File: config.mk
export PLATFORM = sky130hd
export DESIGN_NAME = fetch_addr_counter
export DESIGN_NICKNAME = d
export VERILOG_FILES = /design/src/rtl/fac_pkg.sv /design/src/rtl/fac_step_unit.sv /design/src/rtl/fac_load_align.sv /design/src/rtl/fac_fault_flag.sv /design/src/rtl/fetch_addr_counter.sv
export SDC_FILE = /design/constraint.sdc
export NUM_CORES = 1
export LEC_CHECK = 0
export BUFFER_PORTS_ARGS = -buffer_cell sky130_fd_sc_hd__buf_2
export CAP_MARGIN = 20
export CORE_AREA = 2 2 51 53
export DETAILED_ROUTE_END_ITERATION = 10
export DIE_AREA = 0 0 53 55
export GPL_TIMING_DRIVEN = 0
export PLACE_DENSITY_LB_ADDON = 0.3
export SLEW_MARGIN = 15
export SYNTH_ARGS = -nofsm -noshare
export SYNTH_HDL_FRONTEND = slang
export SYNTH_SLANG_ARGS = --single-unit
File: constraint.sdc
create_clock -name clk -period 1.62 [get_ports clk]
set_clock_uncertainty 0.1 [all_clocks]
set_input_delay 0.162 -clock clk [delete_from_list [all_inputs] [get_ports clk]]
set_output_delay 0.162 -clock clk [all_outputs]
set_load 0.05 [all_outputs]
File: src/rtl/fac_pkg.sv
package fac_pkg;

  // Operation chosen for the address register in a cycle
  typedef enum logic [1:0] {
    FAC_HOLD = 2'd0,
    FAC_STEP = 2'd1,
    FAC_LOAD = 2'd2
  } fac_op_e;

  // A jump write takes priority over an advance in the same cycle
  function automatic fac_op_e fac_pick_op(input logic load, input logic step);
    if (load)      return FAC_LOAD;
    else if (step) return FAC_STEP;
    else           return FAC_HOLD;
  endfunction

  // Fault set beats clear; otherwise clear drops the flag, else it holds
  function automatic logic fac_flag_next(input logic cur, input logic set,
                                         input logic clr);
    if (set)      return 1'b1;
    else if (clr) return 1'b0;
    else          return cur;
  endfunction

endpackage

File: src/rtl/fac_step_unit.sv
// Unit counter on the word index (byte address shifted down by one)
module fac_step_unit #(
  parameter int WORD_W = 15
) (
  input  logic [WORD_W-1:0] word_i,
  input  logic              hidden_i,
  output logic [WORD_W-1:0] word_o,
  output logic              hidden_o,
  output logic              wrap_o
);

  function automatic logic [WORD_W:0] fac_bump(input logic [WORD_W-1:0] w);
    return {1'b0, w} + {{WORD_W{1'b0}}, 1'b1};
  endfunction

  logic [WORD_W:0] sum;
  logic            carry;

  always_comb begin
    sum      = fac_bump(word_i);
    carry    = sum[WORD_W];
    word_o   = sum[WORD_W-1:0];
    hidden_o = hidden_i | carry;
    // Only the carry that first sets the hidden bit counts as an overflow
    wrap_o   = carry & ~hidden_i;
  end

endmodule

File: src/rtl/fac_load_align.sv
// Splits a jump target into its word index and an odd-address indication
module fac_load_align #(
  parameter int ADDR_W = 16
) (
  input  logic [ADDR_W-1:0] data_i,
  output logic [ADDR_W-2:0] word_o,
  output logic              odd_o
);

  always_comb begin
    word_o = data_i[ADDR_W-1:1];
    odd_o  = data_i[0];
  end

endmodule

File: src/rtl/fac_fault_flag.sv
// Sticky fault flag: set wins over clear
module fac_fault_flag (
  input  logic clk,
  input  logic rst_n,
  input  logic set_i,
  input  logic clr_i,
  output logic flag_o
);

  import fac_pkg::*;

  logic flag_q;

  always_ff @(posedge clk or negedge rst_n) begin
    if (!rst_n) flag_q <= 1'b0;
    else        flag_q <= fac_flag_next(flag_q, set_i, clr_i);
  end

  assign flag_o = flag_q;

endmodule

File: src/rtl/fetch_addr_counter.sv
module fetch_addr_counter #(
  parameter int ADDR_W = 16
) (
  input  logic              clk,
  input  logic              rst_n,
  input  logic              load_en,
  input  logic [ADDR_W-1:0] load_data,
  input  logic              step_en,
  input  logic              fault_clr,
  output logic [ADDR_W-1:0] pc_addr,
  output logic              fault_o
);

  import fac_pkg::*;

  localparam int WORD_W = ADDR_W - 1;

  // Stored state: word index plus hidden overflow bit
  logic [WORD_W-1:0] word_q;
  logic              hidden_q;

  // Named internal events
  fac_op_e           op;
  logic [WORD_W-1:0] step_word;
  logic              step_hidden;
  logic              step_wrap;
  logic [WORD_W-1:0] load_word;
  logic              load_odd;
  logic              ovf_evt;
  logic              odd_evt;
  logic              fault_set;

  assign op = fac_pick_op(load_en, step_en);

  fac_step_unit #(.WORD_W(WORD_W)) u_step (
    .word_i   (word_q),
    .hidden_i (hidden_q),
    .word_o   (step_word),
    .hidden_o (step_hidden),
    .wrap_o   (step_wrap)
  );

  fac_load_align #(.ADDR_W(ADDR_W)) u_align (
    .data_i (load_data),
    .word_o (load_word),
    .odd_o  (load_odd)
  );

  assign odd_evt   = (op == FAC_LOAD) & load_odd;
  assign ovf_evt   = (op == FAC_STEP) & step_wrap;
  assign fault_set = odd_evt | ovf_evt;

  always_ff @(posedge clk or negedge rst_n) begin
    if (!rst_n) begin
      word_q   <= '0;
      hidden_q <= 1'b0;
    end else begin
      unique case (op)
        FAC_LOAD: begin
          word_q   <= load_word;
          hidden_q <= 1'b0;
        end
        FAC_STEP: begin
          word_q   <= step_word;
          hidden_q <= step_hidden;
        end
        default: begin
          word_q   <= word_q;
          hidden_q <= hidden_q;
        end
      endcase
    end
  end

  fac_fault_flag u_flag (
    .clk    (clk),
    .rst_n  (rst_n),
    .set_i  (fault_set),
    .clr_i  (fault_clr),
    .flag_o (fault_o)
  );

  assign pc_addr = {word_q, 1'b0};

endmodule

==> metrics.csv, run 1 <==
stage,metric,value,unit
floorplan,die_h,55,um
grt,grt_pass1_wl,3540,um
synthesis,synth_top_area_cell,dfrtp_1,
run_status,status,completed,
clock_tree,cts.sinks,17,
synthesis,ys_types,25,
route,drc,0,
route,wl_per_cell,12.3,um
synthesis,synth-seq-cells,17,
clock_tree,root_buffer,clkbuf_4,
clock_tree,clk_latency,0.29,ns
floorplan,rows,18,
setup_path,critPathSlowestCell,dfrtp_2,
final_layout,layout_common_cells,"buf_2 (36), nand2_1 (19), dlygate4sd3_1 (16)",
timing,hold_violations,0,
floorplan,dieArea,2920,um^2
grt,grt_overflow,0,
placed_design,io_buffers,35,
final_layout,final_nets,181,
floorplan,die_w,53,um
setup_path,end_kind,flip-flop,
route,vias,905,
setup_path,r2r_slack,0.07,ns
setup_path,critPathLaunchType,flip-flop,
placed_design,hpwl,1560,um
grt,grt_start_max_net_pins,18,
final_layout,syn_to_final_growth,45.2,%
clock_tree,cts_setup_buffers,0,
setup_path,path_class,reg -> reg,
timing,slew_violations,0,
route,via_per_inst,4.81,
route,routed_wl,2310,um
clock_tree,cts_tree,built,
timing,fmax,0.646,GHz
route,drt_iter0_markers,22,
setup_path,slowest_delay,0.43,ns
clock_tree,clk_pin_slew,0.10,ns
floorplan,core,2360,um^2
grt,first_global_vias,792,
setup_path,cp_max_fo,6,
final_layout,diodes,0,
final_layout,multi_input_area,513,um^2
pwr,power.leakage,0.000593,uW
clock_tree,clock_path_buffers,2,
setup_path,arrival,1.64,ns
synthesis,netlist_instances,103,
timing,fin_crit,1.55,ns
final_layout,layout.cells.most_common,buf_2,
final_layout,final_area,1390,um^2
run,max-cap-violations,0,
placed_design,place_ws,0.000105,ns
final_layout,seq_area,439,um^2
grt,track_usage,0.173,
timing,fin_ws,0.0730,ns
synthesis,yosys-top-cells-area,"dfrtp_1 (44%), xnor2_1 (9.2%), nand2_1 (7.5%)",
route,dr.pass1.iters,4,
hold_path,min_path_type,in -> reg,
grt,antenna_found_initial,0,
pwr,power,1140,uW
synthesis,synth_top_area_frac,0.444,
clock_tree,numCtsBuffers,3,
placed_design,gp_congestion,0.711,
synthesis,syn_avg_cell_area,9.29,um^2
setup_path,crit_family,flip-flops,
setup_path,cp_cell_sequence,ha_2 > nand4_4 > nor4_4 > xor2_1 > mux2_2,
synthesis,syn_area,957,um^2
floorplan,ioPinCount,38,
timing,fin_worst_hold_slack,0.0133,ns
final_layout,drive_gt1_frac,0.380,
timing,layout_worst_path_cycle_share,0.955,
setup_path,worst-path-buf-inv,0,
clock_tree,htreeDepth,1,
floorplan,start_util,0.405,
route,detail-route-antenna-nets,0,
synthesis,synth_nets,125,
pwr,power.density,818,nW/um^2
final_layout,fillerInstances,225,
setup_path,crit_required,1.71,ns
synthesis,ys_warn_count,0,
placed_design,dpl-instance-area,1180,um^2
synthesis,ys_seq_area_frac,0.444,
timing,report.final.setup_viol,0,
pwr,vdd_drop_max,0.479,mV
per-stage QoR:
stage                      util   TNS, ns  std cells
final                     0.588         0        188
after floorplan               -    -0.112        103
after CTS                 0.583         0        188
after detailed placement  0.501         0        168
after global routing      0.588  -0.00630        188
after global placement    0.501  -0.00849        168
registers in the layout, summed over array words and instances (netlist names):
register and cells:
word_q 15, hidden_q 1, u_flag.flag_o 1
power by group:
group          total [uW]  internal, uW  switching [uW]
Clock                 235          95.8             139
Sequential            535           470            65.7
Combinational         367           124             242
timing repair:
| action | 4_1_cts | 5_1_grt |
|---|---|---|
| hold endpoints to repair | 32 | 0 |
| pin swaps | 0 | 1 |
| endpoints found under the setup margin | 1 | 3 |
| resized for setup | 1 | 2 |
| hold buffers | 16 | 0 |
worst paths after layout:
path | endpoint | startpoint | depth (start not counted)
worst max-delay path | word_q[14] | word_q[0] | 5
worst min-delay path | u_flag.flag_o | load_data[0] | 3
worst max register to register | word_q[14] | word_q[0] | 5
worst min register to register | u_flag.flag_o | hidden_q | 1
max in group asynchronous | word_q[2] | rst_n | 2
min in group asynchronous | word_q[12] | rst_n | 2
cell families (layout without fill, tap and decap cells):
group | count (synthesis) | after routing | synth area share
simple gates | 42 | 42 | 0.250
xor+xnor | 14 | 14 | 0.128
flops | 17 | 17 | 0.444
mux | 2 | 2 | 0.0222
buf+inv | 9 | 64 | 0.0405
fa+ha+maj | 1 | 1 | 0.0131
compound gates | 17 | 17 | 0.0980
other cells | 1 | 1 | 0.00392
per-layer routing:
layer | part of all wire | track usage | vias up | wire length (um)
met3 | 0.042 | 0.0323 | 2 | 98
met2 | 0.52 | 0.296 | 24 | 1200
li1 | - | - | 466 | -
met4 | 0.0069 | 0.0641 | 0 | 16
met1 | 0.43 | 0.218 | 413 | 998
met5 | 0 | 0 | - | 0
cells in the mapped netlist (all sizes together):
| cell type | count |
|---|---|
| nand2 | 19 |
| dfrtp | 17 |
| o21ai | 14 |
| xnor2 | 10 |
| nand4 | 6 |
| nand3 | 5 |
| nor3 | 5 |
| inv | 4 |
| nor2 | 4 |
| xor2 | 4 |
| clkbuf | 3 |
| nor4 | 3 |
| buf | 2 |
| a21oi | 1 |
| a22oi | 1 |
| conb | 1 |
| ha | 1 |
| mux2 | 1 |
| mux2i | 1 |
| o31ai | 1 |
worst reg2reg max path, cell delays in order, from the launching register on:
cell	delay, ns
dfrtp_2	0.43
ha_2	0.22
nand4_4	0.15
nor4_4	0.19
xor2_1	0.11
mux2_2	0.26
layout make-up:
class                      count  area share
tap                           30      0.0270
sequential                    17       0.316
timing repair buffer          51       0.241
buffer                         5      0.0171
multi-input combinational     77       0.369
clock buffer                   4      0.0189
inverter                       4      0.0108
No activity file was read; power rests on OpenSTA's default activity.
==> run 2: changes to the inputs <==
--- a/config.mk
+++ b/config.mk
@@ -7,9 +7,11 @@
 export LEC_CHECK = 0
 export BUFFER_PORTS_ARGS = -buffer_cell sky130_fd_sc_hd__buf_2
 export CAP_MARGIN = 20
-export CORE_AREA = 2 2 51 53
+export CELL_PAD_IN_SITES_DETAIL_PLACEMENT = 1
+export CELL_PAD_IN_SITES_GLOBAL_PLACEMENT = 1
+export CORE_AREA = 2 2 59 61
 export DETAILED_ROUTE_END_ITERATION = 10
-export DIE_AREA = 0 0 53 55
+export DIE_AREA = 0 0 61 63
 export GPL_TIMING_DRIVEN = 0
 export PLACE_DENSITY_LB_ADDON = 0.3
 export SLEW_MARGIN = 15
==> metrics.csv, run 2 (synthesis gave the netlist of run 1 again) <==
stage,metric,value,unit
run_status,status,completed,
timing,slew_violations,0,
pwr,p_sw,454,uW
timing,maxSlewHeadroom,0.654,
placed_design,dpl-instance-area,1200,um^2
route,routed_wl,2690,um
grt,grt_start_max_net_pins,18,
setup_path,cp_max_fo,5,
setup_path,critPathSlowestCell,dfrtp_2,
floorplan,rows,21,
floorplan,die_w,61,um
timing,report.final.setup_viol,0,
floorplan,ioPinCount,38,
final_layout,final_nets,187,
pwr,comb_power_share,0.344,
final_layout,stdcell_count,210,
final_layout,registers.top_by_ff_count,word_q,
placed_design,io_buffers,35,
pwr,seqPwrFrac,0.462,
floorplan,core,3230,um^2
timing,tns,0,ns
placed_design,hpwl,1890,um
clock_tree,clk_pin_slew,0.10,ns
timing,rsz0062_at_grt,true,
placed_design,place_ws,-0.0733,ns
timing,layout_worst_path_cycle_share,0.962,
route,via_per_inst,4.60,
clock_tree,clock_path_buffers,2,
setup_path,cp_cell_sequence,ha_4 > nand4_4 > nor4_4 > xor2_1 > mux2_2,
pwr,power.density,792,nW/um^2
route,wl_per_cell,12.8,um
timing,fin_crit,1.56,ns
setup_path,worst-path-buf-inv,0,
setup_path,crit_required,1.70,ns
setup_path,arrival,1.64,ns
grt,first_global_vias,974,
route,drt_iter0_markers,18,
route,vias,965,
pwr,clock_power_share,0.194,
route,detail-route-antenna-nets,0,
final_layout,syn_to_final_growth,53.6,%
final_layout,drive_gt1_frac,0.409,
timing,fmax,0.641,GHz
hold_path,min_path_type,in -> reg,
pwr,swShare,0.390,
pwr,power.internal,710,uW
setup_path,slowest_delay,0.44,ns
grt,track_usage,0.159,
route,drc,0,
timing,max_slew.worst_pin.slew,0.519,ns
floorplan,dieArea,3840,um^2
setup_path,crit_family,flip-flops,
floorplan,die_h,63,um
setup_path,critPathLaunchType,flip-flop,
clock_tree,clk_latency,0.28,ns
route,dr.pass1.iters,4,
run,max-cap-violations,0,
final_layout,layout_common_cells,"buf_2 (36), nand2_1 (19), dlygate4sd3_1 (16)",
clock_tree,numCtsBuffers,3,
setup_path,end_kind,flip-flop,
grt,antenna_found_initial,0,
final_layout,largest_reg_flops,15,
grt,grt_pass1_wl,4590,um
final_layout,final_area,1470,um^2
placed_design,gp_congestion,0.779,
placed_design,dp_cells,184,
grt,grt_overflow,0,
final_layout,diodes,0,
setup_path,path_class,reg -> reg,
clock_tree,cts.sinks,17,
clock_tree,root_buffer,clkbuf_4,
pwr,power,1160,uW
final_layout,layout.cells.most_common,buf_2,
clock_tree,htreeDepth,1,
timing,fin_ws,0.0609,ns
floorplan,start_util,0.296,
pwr,vdd_drop_max,0.414,mV
timing,hold_violations,0,
clock_tree,cts_tree,built,
final_layout,fillerInstances,393,
pwr,power.leakage,0.000624,uW
## run 2: changes by cell type in the layout (fill, tap and decap cells not counted), sizes merged
cell / previous run / this run
buf: 37 / 43
## run 2: metal layers
| layer | track usage | vias up | share of wire |
|---|---|---|---|
| met5 | 0 | - | 0 |
| met4 | 0.0571 | 0 | 0.013 |
| met3 | 0.0207 | 4 | 0.031 |
| met2 | 0.262 | 19 | 0.53 |
| met1 | 0.207 | 470 | 0.43 |
| li1 | - | 472 | - |
## run 2: path summary, 6_finish.rpt
kind,from,slack [ns],endpoint,depth (start not counted)
setup / recovery,word_q[1],0.06,word_q[14],5
hold / removal,load_data[0],0.02,u_flag.flag_o,3
setup reg to reg,word_q[1],0.06,word_q[14],5
hold reg to reg,hidden_q,0.37,u_flag.flag_o,1
max in group asynchronous,rst_n,0.88,word_q[10],2
min in group asynchronous,rst_n,0.23,word_q[1],2
## run 2: power groups by stage
stage	sequential [uW]	combinational (uW)	clock, uW
after floorplan	676	99.0	0
after global placement	540	335	0
after detailed placement	544	340	0
after CTS	538	372	237
after global routing	545	434	269
final	538	400	226
## run 2: final cells by class
type                       count  area, um^2  area share
buffer                         5        23.8      0.0162
multi-input combinational     77         528       0.359
inverter                       4        15.0      0.0102
timing repair buffer          57         380       0.259
tap                           46        57.6      0.0391
sequential                    17         439       0.299
clock buffer                   4        26.3      0.0179
## run 2: worst register-to-register path, delay by kind of cell (launching register included)
| family | cells | cell delay [ns] |
|---|---|---|
| fa+ha+maj | 1 | 0.16 |
| flops | 1 | 0.44 |
| xor+xnor | 1 | 0.10 |
| simple gates | 2 | 0.40 |
| mux | 1 | 0.26 |
## run 2: repair_timing
item,4_1_cts,5_1_grt
resized for setup,2,3
setup buffers,0,6
pin swaps,0,4
hold endpoints to repair,31,1
hold buffers,15,1
setup endpoints to repair,2,3
## run 2: metrics by stage
| step | hold slack, ns | util |
|---|---|---|
| 4_1_cts | 0.00752 | 0.432 |
| 3_5_place_dp | 0.00979 | 0.372 |
| 2_1_floorplan | -0.234 | - |
| 6_report | 0.0156 | 0.455 |
| 5_1_grt | 0.0213 | 0.455 |
| 3_3_place_gp | 0.00963 | 0.372 |
